--- config.mk ---
export PLATFORM = sky130hd
export DESIGN_NAME = mp_serial_tx
export DESIGN_NICKNAME = d
export VERILOG_FILES = /design/src/rtl/mptx_pkg.sv /design/src/rtl/mptx_regs.sv /design/src/rtl/mptx_shifter.sv /design/src/rtl/mptx_pinmux.sv /design/src/rtl/mp_serial_tx.sv
export SDC_FILE = /design/constraint.sdc
export NUM_CORES = 1
export LEC_CHECK = 0
export ABC_CLOCK_PERIOD_IN_PS = 1700
export CAP_MARGIN = 10
export CORE_ASPECT_RATIO = 1.2
export CORE_MARGIN = 3
export CORE_UTILIZATION = 40
export CTS_BUF_LIST = sky130_fd_sc_hd__clkbuf_2 sky130_fd_sc_hd__clkbuf_4 sky130_fd_sc_hd__clkbuf_8
export DETAILED_ROUTE_END_ITERATION = 7
export PLACE_DENSITY = 0.63
export SYNTH_ARGS = -nofsm -noshare
export SYNTH_HDL_FRONTEND = slang
export SYNTH_SLANG_ARGS = --single-unit
export TNS_END_PERCENT = 10
--- constraint.sdc ---
create_clock -name clk -period 1.7 [get_ports clk]
set_clock_uncertainty 0.05 [all_clocks]
set_input_delay 0.34 -clock clk [delete_from_list [all_inputs] [get_ports clk]]
set_output_delay 0.34 -clock clk [all_outputs]
set_load 0.02 [all_outputs]
--- src/rtl/mptx_pkg.sv ---
package mptx_pkg;
  localparam logic [1:0] ADDR_DATA = 2'd0;
  localparam logic [1:0] ADDR_STAT = 2'd1;
  localparam logic [1:0] ADDR_CTRL = 2'd2;
  localparam logic [1:0] ADDR_PORT = 2'd3;

  localparam int ST_EMPTY = 0;
  localparam int ST_DONE  = 1;
  localparam int ST_MARK  = 2;
  localparam int CT_EN    = 0;
  localparam int CT_IRQ   = 1;
  localparam int PT_LVL   = 0;
  localparam int PT_OVR   = 1;

  typedef enum logic [1:0] {
    SH_IDLE = 2'd0,
    SH_MARK = 2'd1,
    SH_SEND = 2'd2
  } sh_state_e;
endpackage

--- src/rtl/mptx_regs.sv ---
module mptx_regs
  import mptx_pkg::*;
#(
  parameter int DATA_W = 8
) (
  input  logic              clk,
  input  logic              rst_n,
  input  logic              bus_wr,
  input  logic [1:0]        bus_addr,
  input  logic [DATA_W-1:0] bus_wdata,
  output logic [DATA_W-1:0] bus_rdata,
  input  logic              load_ack,
  input  logic              done_set,
  output logic              tx_en,
  output logic              en_rise,
  output logic              empty,
  output logic              done,
  output logic              mark_bit,
  output logic [DATA_W-1:0] tx_data,
  output logic              port_ovr,
  output logic              port_lvl,
  output logic              tx_irq
);
  logic irq_en, en_q, en_fall;
  logic wr_data, wr_stat, wr_ctrl, wr_port;

  assign wr_data = bus_wr && (bus_addr == ADDR_DATA);
  assign wr_stat = bus_wr && (bus_addr == ADDR_STAT);
  assign wr_ctrl = bus_wr && (bus_addr == ADDR_CTRL);
  assign wr_port = bus_wr && (bus_addr == ADDR_PORT);

  assign en_rise = tx_en && !en_q;
  assign en_fall = en_q && !tx_en;
  assign tx_irq  = empty && irq_en;

  always_ff @(posedge clk or negedge rst_n) begin
    if (!rst_n) begin
      tx_en    <= 1'b0;
      en_q     <= 1'b0;
      irq_en   <= 1'b0;
      empty    <= 1'b1;
      done     <= 1'b1;
      mark_bit <= 1'b0;
      tx_data  <= '0;
      port_ovr <= 1'b0;
      port_lvl <= 1'b0;
    end else begin
      en_q <= tx_en;
      if (wr_ctrl) begin
        tx_en  <= bus_wdata[CT_EN];
        irq_en <= bus_wdata[CT_IRQ];
      end
      if (wr_port) begin
        port_ovr <= bus_wdata[PT_OVR];
        port_lvl <= bus_wdata[PT_LVL];
      end
      if (wr_data && empty) tx_data <= bus_wdata;
      if (wr_stat) mark_bit <= bus_wdata[ST_MARK];
      // hardware set outranks a software clear in the same cycle
      if (en_fall || load_ack) empty <= 1'b1;
      else if (wr_stat && !bus_wdata[ST_EMPTY]) empty <= 1'b0;
      if (en_fall) done <= 1'b1;
      else if (load_ack) done <= 1'b0;
      else if (done_set) done <= 1'b1;
    end
  end

  always_comb begin
    bus_rdata = '0;
    unique case (bus_addr)
      ADDR_DATA: bus_rdata = tx_data;
      ADDR_STAT: begin
        bus_rdata[ST_EMPTY] = empty;
        bus_rdata[ST_DONE]  = done;
        bus_rdata[ST_MARK]  = mark_bit;
      end
      ADDR_CTRL: begin
        bus_rdata[CT_EN]  = tx_en;
        bus_rdata[CT_IRQ] = irq_en;
      end
      default: begin
        bus_rdata[PT_LVL] = port_lvl;
        bus_rdata[PT_OVR] = port_ovr;
      end
    endcase
  end
endmodule

--- src/rtl/mptx_shifter.sv ---
module mptx_shifter
  import mptx_pkg::*;
#(
  parameter int DATA_W = 8,
  parameter int OVS    = 16
) (
  input  logic              clk,
  input  logic              rst_n,
  input  logic              baud_tick,
  input  logic              tx_en,
  input  logic              en_rise,
  input  logic              pending,
  input  logic              mark_bit,
  input  logic [DATA_W-1:0] tx_data,
  output logic              load_ack,
  output logic              done_set,
  output logic              in_mark,
  output logic              line
);
  localparam int FRAME_W = DATA_W + 3;
  localparam int TCW     = $clog2(OVS);
  localparam int BCW     = $clog2(FRAME_W);

  sh_state_e          state;
  logic [TCW-1:0]     tick_cnt;
  logic [BCW-1:0]     bit_idx;
  logic [FRAME_W-1:0] shreg;
  logic               bit_end, last_bit, frame_end;

  assign bit_end   = baud_tick && (tick_cnt == TCW'(OVS - 1));
  assign last_bit  = (bit_idx == BCW'(FRAME_W - 1));
  assign frame_end = (state == SH_SEND) && bit_end && last_bit;
  assign load_ack  = tx_en && !en_rise && pending &&
                     ((state == SH_IDLE) || frame_end);
  assign done_set  = tx_en && frame_end && !pending;
  assign in_mark   = (state == SH_MARK);
  assign line      = (tx_en && (state == SH_SEND)) ? shreg[0] : 1'b1;

  always_ff @(posedge clk or negedge rst_n) begin
    if (!rst_n) begin
      state    <= SH_IDLE;
      tick_cnt <= '0;
      bit_idx  <= '0;
      shreg    <= '1;
    end else if (!tx_en) begin
      state    <= SH_IDLE;
      tick_cnt <= '0;
      bit_idx  <= '0;
      shreg    <= '1;
    end else if (en_rise) begin
      state    <= SH_MARK;
      tick_cnt <= '0;
      bit_idx  <= '0;
    end else if (load_ack) begin
      state    <= SH_SEND;
      tick_cnt <= '0;
      bit_idx  <= '0;
      shreg    <= {1'b1, mark_bit, tx_data, 1'b0};
    end else begin
      if (baud_tick && state != SH_IDLE)
        tick_cnt <= bit_end ? '0 : tick_cnt + 1'b1;
      if (bit_end && state != SH_IDLE) begin
        if (last_bit) begin
          state   <= SH_IDLE;
          bit_idx <= '0;
        end else begin
          bit_idx <= bit_idx + 1'b1;
          shreg   <= {1'b1, shreg[FRAME_W-1:1]};
        end
      end
    end
  end
endmodule

--- src/rtl/mptx_pinmux.sv ---
module mptx_pinmux (
  input  logic line,
  input  logic port_ovr,
  input  logic port_lvl,
  output logic txd
);
  assign txd = port_ovr ? port_lvl : line;
endmodule

--- src/rtl/mp_serial_tx.sv ---
module mp_serial_tx
  import mptx_pkg::*;
#(
  parameter int DATA_W = 8,
  parameter int OVS    = 16
) (
  input  logic              clk,
  input  logic              rst_n,
  input  logic              baud_tick,
  input  logic              bus_wr,
  input  logic [1:0]        bus_addr,
  input  logic [DATA_W-1:0] bus_wdata,
  output logic [DATA_W-1:0] bus_rdata,
  output logic              txd,
  output logic              tx_irq
);
  logic              load_ack, done_set, in_mark, line;
  logic              tx_en, en_rise, empty, done, mark_bit;
  logic              port_ovr, port_lvl;
  logic [DATA_W-1:0] tx_data;

  mptx_regs #(.DATA_W(DATA_W)) u_regs (
    .clk(clk), .rst_n(rst_n), .bus_wr(bus_wr), .bus_addr(bus_addr),
    .bus_wdata(bus_wdata), .bus_rdata(bus_rdata), .load_ack(load_ack),
    .done_set(done_set), .tx_en(tx_en), .en_rise(en_rise), .empty(empty),
    .done(done), .mark_bit(mark_bit), .tx_data(tx_data),
    .port_ovr(port_ovr), .port_lvl(port_lvl), .tx_irq(tx_irq)
  );

  mptx_shifter #(.DATA_W(DATA_W), .OVS(OVS)) u_shift (
    .clk(clk), .rst_n(rst_n), .baud_tick(baud_tick), .tx_en(tx_en),
    .en_rise(en_rise), .pending(!empty), .mark_bit(mark_bit),
    .tx_data(tx_data), .load_ack(load_ack), .done_set(done_set),
    .in_mark(in_mark), .line(line)
  );

  mptx_pinmux u_pin (
    .line(line), .port_ovr(port_ovr), .port_lvl(port_lvl), .txd(txd)
  );
endmodule

### Word-level counts from Yosys, hierarchy flattened

Index checks and enable logic that the tools add are counted.

| storage, ports and cells | value |
|---|---|
| flip-flop bits (word level) | 37 |
| input port bits | 14 |
| word-level logic and storage cells | 91 |

| operators by class | value |
|---|---|
| add/subtract/negate cells | 2 |
| eq/ne operators | 12 |
| muxes and demuxes | 30 |
| reductions and logical operators | 34 |

Operator list:

| kind | number |
|---|---|
| $mux W11 | 5 |
| $mux W4 | 10 |
| $logic_and A1 B1 Y1 | 20 |
| $ne A4 B1 Y1 const B | 3 |
| $mux W2 | 5 |
| $add A4 B1 Y4 const B | 2 |
| $eq A4 B4 Y1 const B | 2 |
| $mux W1 | 7 |
| $eq A2 B2 Y1 const B | 3 |
| $pmux W2 S3 | 1 |
| $logic_not A1 Y1 | 5 |
| $mux W5 | 1 |
| $logic_not A2 Y1 | 2 |
| $reduce_bool A2 Y1 | 2 |
| $ne A3 B1 Y1 const B | 1 |
| $ne A3 B3 Y1 const B | 1 |
| $reduce_and A3 Y1 | 1 |
| $reduce_bool A3 Y1 | 1 |
| $eq A2 B1 Y1 const B | 1 |
| $logic_or A1 B1 Y1 | 2 |
| $ne A2 B2 Y1 const B | 1 |
| $pmux W1 S2 | 1 |
| $reduce_and A2 Y1 | 1 |

### Depth between registers and ports, before layout

| depth | value |
|---|---|
| depth in word-level cells | 9 |
| gate-level depth with buffers | 8 |
| gate-level depth less buffers | 6 |

### Modules after synthesis

From an unflattened synthesis, not the netlist that was laid out.

| unflattened totals | value |
|---|---|
| cell total of the unflattened synthesis | 185 |
| area total of the unflattened synthesis | 2092.0 um2 |

Modules (own cells, without submodules):

| module | instances | cells each | area an instance (um2) |
|---|---|---|---|
| mptx_shifter | 1 | 130 | 1266.2 |
| mptx_regs | 1 | 53 | 807.0 |
| mptx_pinmux | 1 | 1 | 15.0 |
| mp_serial_tx | 1 | 1 | 3.8 |

### Worst setup path after synthesis

OpenSTA, ideal clock, no wires.

| timing path | value |
|---|---|
| path kind | reg2reg |
| start point | reg u_shift.tick_cnt[0] |
| end point | reg u_regs.empty |
| library setup time | 0.092 ns |
| arrival | 1.580 ns |
| required time | 1.558 ns |
| slack | -0.022 ns |
| stages on the path, launching flop included | 7 |
| path buffers | 1 |
| clock period less this slack | 1.722 ns |
| cells stage by stage | dfrtp_1 > ha_1 > and4_1 > buf_2 > nand2_2 > a21oi_4 > or3b_2 |

| on the way | value |
|---|---|
| longest elaborated chain between the ends | 8 |

Ends and longest elaborated chain:

| item | line | text |
|---|---|---|
| start: declaration | mptx_shifter.sv:25 | `logic [TCW-1:0] tick_cnt;` |
| start signal: assignment | mptx_shifter.sv:61 | `tick_cnt <= bit_end ? '0 : tick_cnt + 1'b1;` |
| $eq A4 B4 Y1 (*) | mptx_shifter.sv:30 | `assign bit_end = baud_tick && (tick_cnt == TCW'(OVS - 1));` |
| $logic_and A1 B1 Y1 (*) | mptx_shifter.sv:30 |  |
| $logic_and A1 B1 Y1 (*) (2 in a row) | mptx_shifter.sv:32 | `assign frame_end = (state == SH_SEND) && bit_end && last_bit;` |
| $logic_or A1 B1 Y1 (*) | mptx_shifter.sv:34 | `((state == SH_IDLE) \|\| frame_end);` |
| $logic_and A1 B1 Y1 (*) | mptx_shifter.sv:33 | `assign load_ack = tx_en && !en_rise && pending &&` |
| $logic_or A1 B1 Y1 (*) | mptx_regs.sv:60 | `if (en_fall \|\| load_ack) empty <= 1'b1;` |
| $mux W1 / $reduce_bool A2 Y1 (equally long branches) | -- |  |
| end signal: assignment | mptx_regs.sv:41 | `empty <= 1'b1;` |
| end signal: assignment | mptx_regs.sv:60 |  |
| end signal: assignment | mptx_regs.sv:61 | `else if (wr_stat && !bus_wdata[ST_EMPTY]) empty <= 1'b0;` |
| end: declaration | mptx_regs.sv:16 | `output logic empty,` |

Every way passes the cells marked *; elsewhere a longest branch is shown, timed or not.
A chain may end at the register's enable or synchronous reset.

### Worst setup path in the final report

| timing path | value |
|---|---|
| start point | reg u_regs.port_ovr |
| end point | out bus_rdata[1] |

| on the way | value |
|---|---|
| longest elaborated chain between the ends | 1 |

Ends and longest elaborated chain:

| item | line | text |
|---|---|---|
| start: declaration | mptx_regs.sv:20 | `output logic port_ovr,` |
| start signal: assignment | mptx_regs.sv:54 | `port_ovr <= bus_wdata[PT_OVR];` |
| $pmux W2 S3 | mptx_regs.sv:70 | `unique case (bus_addr)` |
| end: declaration | mp_serial_tx.sv:13 | `output logic [DATA_W-1:0] bus_rdata,` |

Every way passes these cells.

==> impl_results.md <==
* RSZ-0062 raised after global routing: yes
* FMAX at around 580 MHz
* Die width at between 60 and 70 um
* Final hold violation count at 0
* Synth Area in Adders at 0.0194
* Drt via density at between 5 and 6
* Detailed Place HPWL at between 3 and 4 mm
* P_leak at approximately 0.0012 uW
* Reg2reg end: u_regs.empty
* Worst skew pair latency at around 290 ps
* Initial antenna violation count at 0
* H-tree levels at 2
* Boundary Pins at 24
* Status: finished, violations left
* Die area at 5720 um^2
* Core area at around 4600 um^2
* Routed Antenna Nets at 0
* Largest family of logic cells by synthesized area: simple AND/OR/NAND/NOR gates
* Slew Limit Headroom at 0.797
* DR WL/cell at between 15 and 20 um
* Required time worst endpoint at 1310 ps
* Reg2Reg Launch Point: u_shift.bit_idx[0]
* Count of cell types in the netlist at 45
* Crit path from: u_regs.port_ovr
* Post-synth EDFFs at 0
* Top_reg_cell synth: dfrtp_1
* GRT Overall Usage at 0.176
* Die Ht at slightly above 80 um
* Initial core utilization at 0.419
* Worst EP arrival at between 1000 and 1500 ps
* Fillers at 401
* XOR/XNOR Fraction of Synth Area at 0.00904
* Clock Pin Slew Worst Setup and Hold Paths at ~70 ps
* HP Class: in2async
* Ys async rst share at 1.00
* Setup Crit Path Kind: reg2out
* Number of hold buffers added after CTS at 0
* Post-Layout Cell Count at between 200 and 300
* Worst slew pin tran at ~300 ps
* Row Count at 27
* Post-route cell area at roughly 2600 um^2
* Simple-gate share of the synthesized area at 0.171
* Fin crit share at 1.02
* Cell Area, Synth at 1940 um^2
* Largest net degree at the start of global routing at 37
* Minimum clock period at around 1700 ps
* Num CTS Buffers at 5
* Port bufs at 23
* # clock sinks at 36
* GPL Wtd Cong at 0.825
* Max cap viols at 0
* Post-Syn Nets at ~190
* Post-synthesis compound-gate area fraction at 0.154
* Diodes inserted at 0
* Power per Cell Area at 975 nW/um^2
* CTS tree: done
* Placed insts at about 280
* CTS Root Buffer Type: clkbuf_8
* CTS max path bufs at 2
* Crit Path Max Fanout at 3
* Max rail drop VDD at approximately 0.00053 V
* Cells on worst reg2reg path at 6
* Reg2reg setup slack at 30 ps
* Layout area overhead at 35.3%
* Final WL at approximately 4.7 mm
* Syn. warnings at 0
* Final Util at 0.567
* Initial DRC Count at between 60 and 70
* Gr ovfl total at 0
* Max Slew Vio Count at 0
* CP Capture Type: output pin
* # DRC at 0
* Reg area at 916 um^2
* Setup_tns at -55.4 ps
* Fin worst setup slack at -38.0 ps
* FF+latch count, synth at 36
* Vias at ~1600
* Crit path to: bus_rdata[1]
* Global-route wire length before repair at a little under 8 mm
* Sequential fraction of the synthesis area at 0.473
* Mux cell area share after synthesis at 0.119
* Final setup violation count at 2
* Share of layout cells above drive strength 1 at 0.415
* Drt first pass iters at 4
* DP Area at roughly 2500 um^2
* Number of global-route vias before repair at between 1500 and 2000
* Failing checks: setup timing
* CP Launch Type: flip-flop
* Post-Synthesis Cells at 175
* Hold WS at approximately 360 ps
* # nets final at between 200 and 300
* Multi-input gate area in the final layout at roughly 950 um^2
* Mean Syn Cell Area at roughly 11 um^2
## cells in the final DEF, fill, tap and decap left out, types with 2 or more instances in the layout
cell type	count
nand3b_1	3
xor2_1	2
dfstp_2	12
and2_1	6
mux4_2	2
a21oi_1	6
buf_4	39
or3_1	2
o21ai_0	5
nand3_1	4
o31a_1	8
a22oi_1	8
ha_1	2
nor2_1	17
clkdlybuf4s50_1	11
buf_6	6
inv_1	11
a21boi_0	2
nand2_1	3
mux2_2	13
dfrtp_1	24
nand2_2	2
dlygate4sd2_1	2
mux2i_1	4
nor3_1	6
nor4_2	3
clkbuf_8	5
## how the worst min path moves through the flow
stage               slack [ps]         startpoint                 end
floorplan                   -6              rst_n         u_regs.en_q
global placement           470      u_regs.irq_en       u_regs.irq_en
detailed placement         480  u_regs.tx_data[5]   u_regs.tx_data[5]
CTS                        370              rst_n  u_shift.bit_idx[0]
global route               390              rst_n  u_shift.bit_idx[3]
finish                     360              rst_n  u_shift.bit_idx[3]
## logic make-up (layout without fill, tap and decap cells)
logic type                 count (synthesis)  in the layout
muxes                                     19             19
and+or+nand+nor                           57             57
adders and majority gates                  3              3
AOI/OAI and AO/OA                         38             38
buffers and inverters                     20             81
DFF                                       36             36
xor gates and xnor gates                   2              2
## report_power, final
group | internal (uW) | switching, uW
sequential | 1000 | 105
combinational | 369 | 327
clock | 434 | 322
## final cells by class
| cell class | count | share of cell area |
|---|---|---|
| Timing Repair Buffer | 62 | 0.201 |
| Clock inverter | 3 | 0.0162 |
| Clock buffer | 5 | 0.0262 |
| Multi-Input combinational cell | 119 | 0.364 |
| Sequential cell | 36 | 0.349 |
| Tap cell | 58 | 0.0277 |
| Inverter | 11 | 0.0157 |
## layer usage
| layer | wire, um | GRT usage | vias to the layer above |
|---|---|---|---|
| met5 | 0 | 0 | - |
| li1 | - | - | 752 |
| met1 | 1990 | 0.207 | 779 |
| met3 | 145 | 0.0412 | 12 |
| met4 | 68 | 0.0586 | 0 |
| met2 | 2500 | 0.320 | 29 |
## state kept, by name, indices dropped and copies added, names as in the netlist, 2 cells and up
name              count
u_regs.tx_data        8
u_shift.bit_idx       4
u_shift.state         2
u_shift.tick_cnt      4
u_shift.shreg        10
## timing repair
item | 4_1_cts | 5_1_grt
setup buffers | 1 | 1
endpoints found under the setup margin | 32 | 24
gates resized for setup | 45 | 15
endpoints found under the hold margin | 0 | 0
pin swaps | 2 | 3
## stage by stage
stage / power [uW] / setup WS (ps)
floorplan: 1450 / -16.4
global placement: 1780 / -668
detailed placement: 1800 / -681
CTS: 2560 / -58.1
global route: 2710 / -74.2
finish: 2560 / -38.0
## worst max-delay path, stage by stage (launching register included)
cell	delay, ps
dfrtp_1	420
mux4_2	490
buf_6	150
## synthesized netlist by cell type, types with 2 or more instances
master | instances | area [um^2]
a21boi_0 | 2 | 15.0
a21oi_1 | 6 | 30.0
a22oi_1 | 8 | 60.1
and2_1 | 6 | 37.5
buf_2 | 5 | 25.0
buf_6 | 3 | 33.8
dfrtp_1 | 24 | 601
dfstp_2 | 12 | 315
ha_1 | 3 | 37.5
inv_1 | 11 | 41.3
mux2_2 | 13 | 146
mux2i_1 | 4 | 40.0
mux4_2 | 2 | 45.0
nand2_1 | 4 | 15.0
nand3_1 | 4 | 20.0
nand3b_1 | 3 | 22.5
nor2_1 | 17 | 63.8
nor3_1 | 6 | 30.0
nor4_1 | 3 | 18.8
o21ai_0 | 5 | 25.0
o31a_1 | 8 | 70.1
or3_1 | 2 | 12.5
xor2_1 | 2 | 17.5
Note: power is estimated with default switching activity, not from simulation.
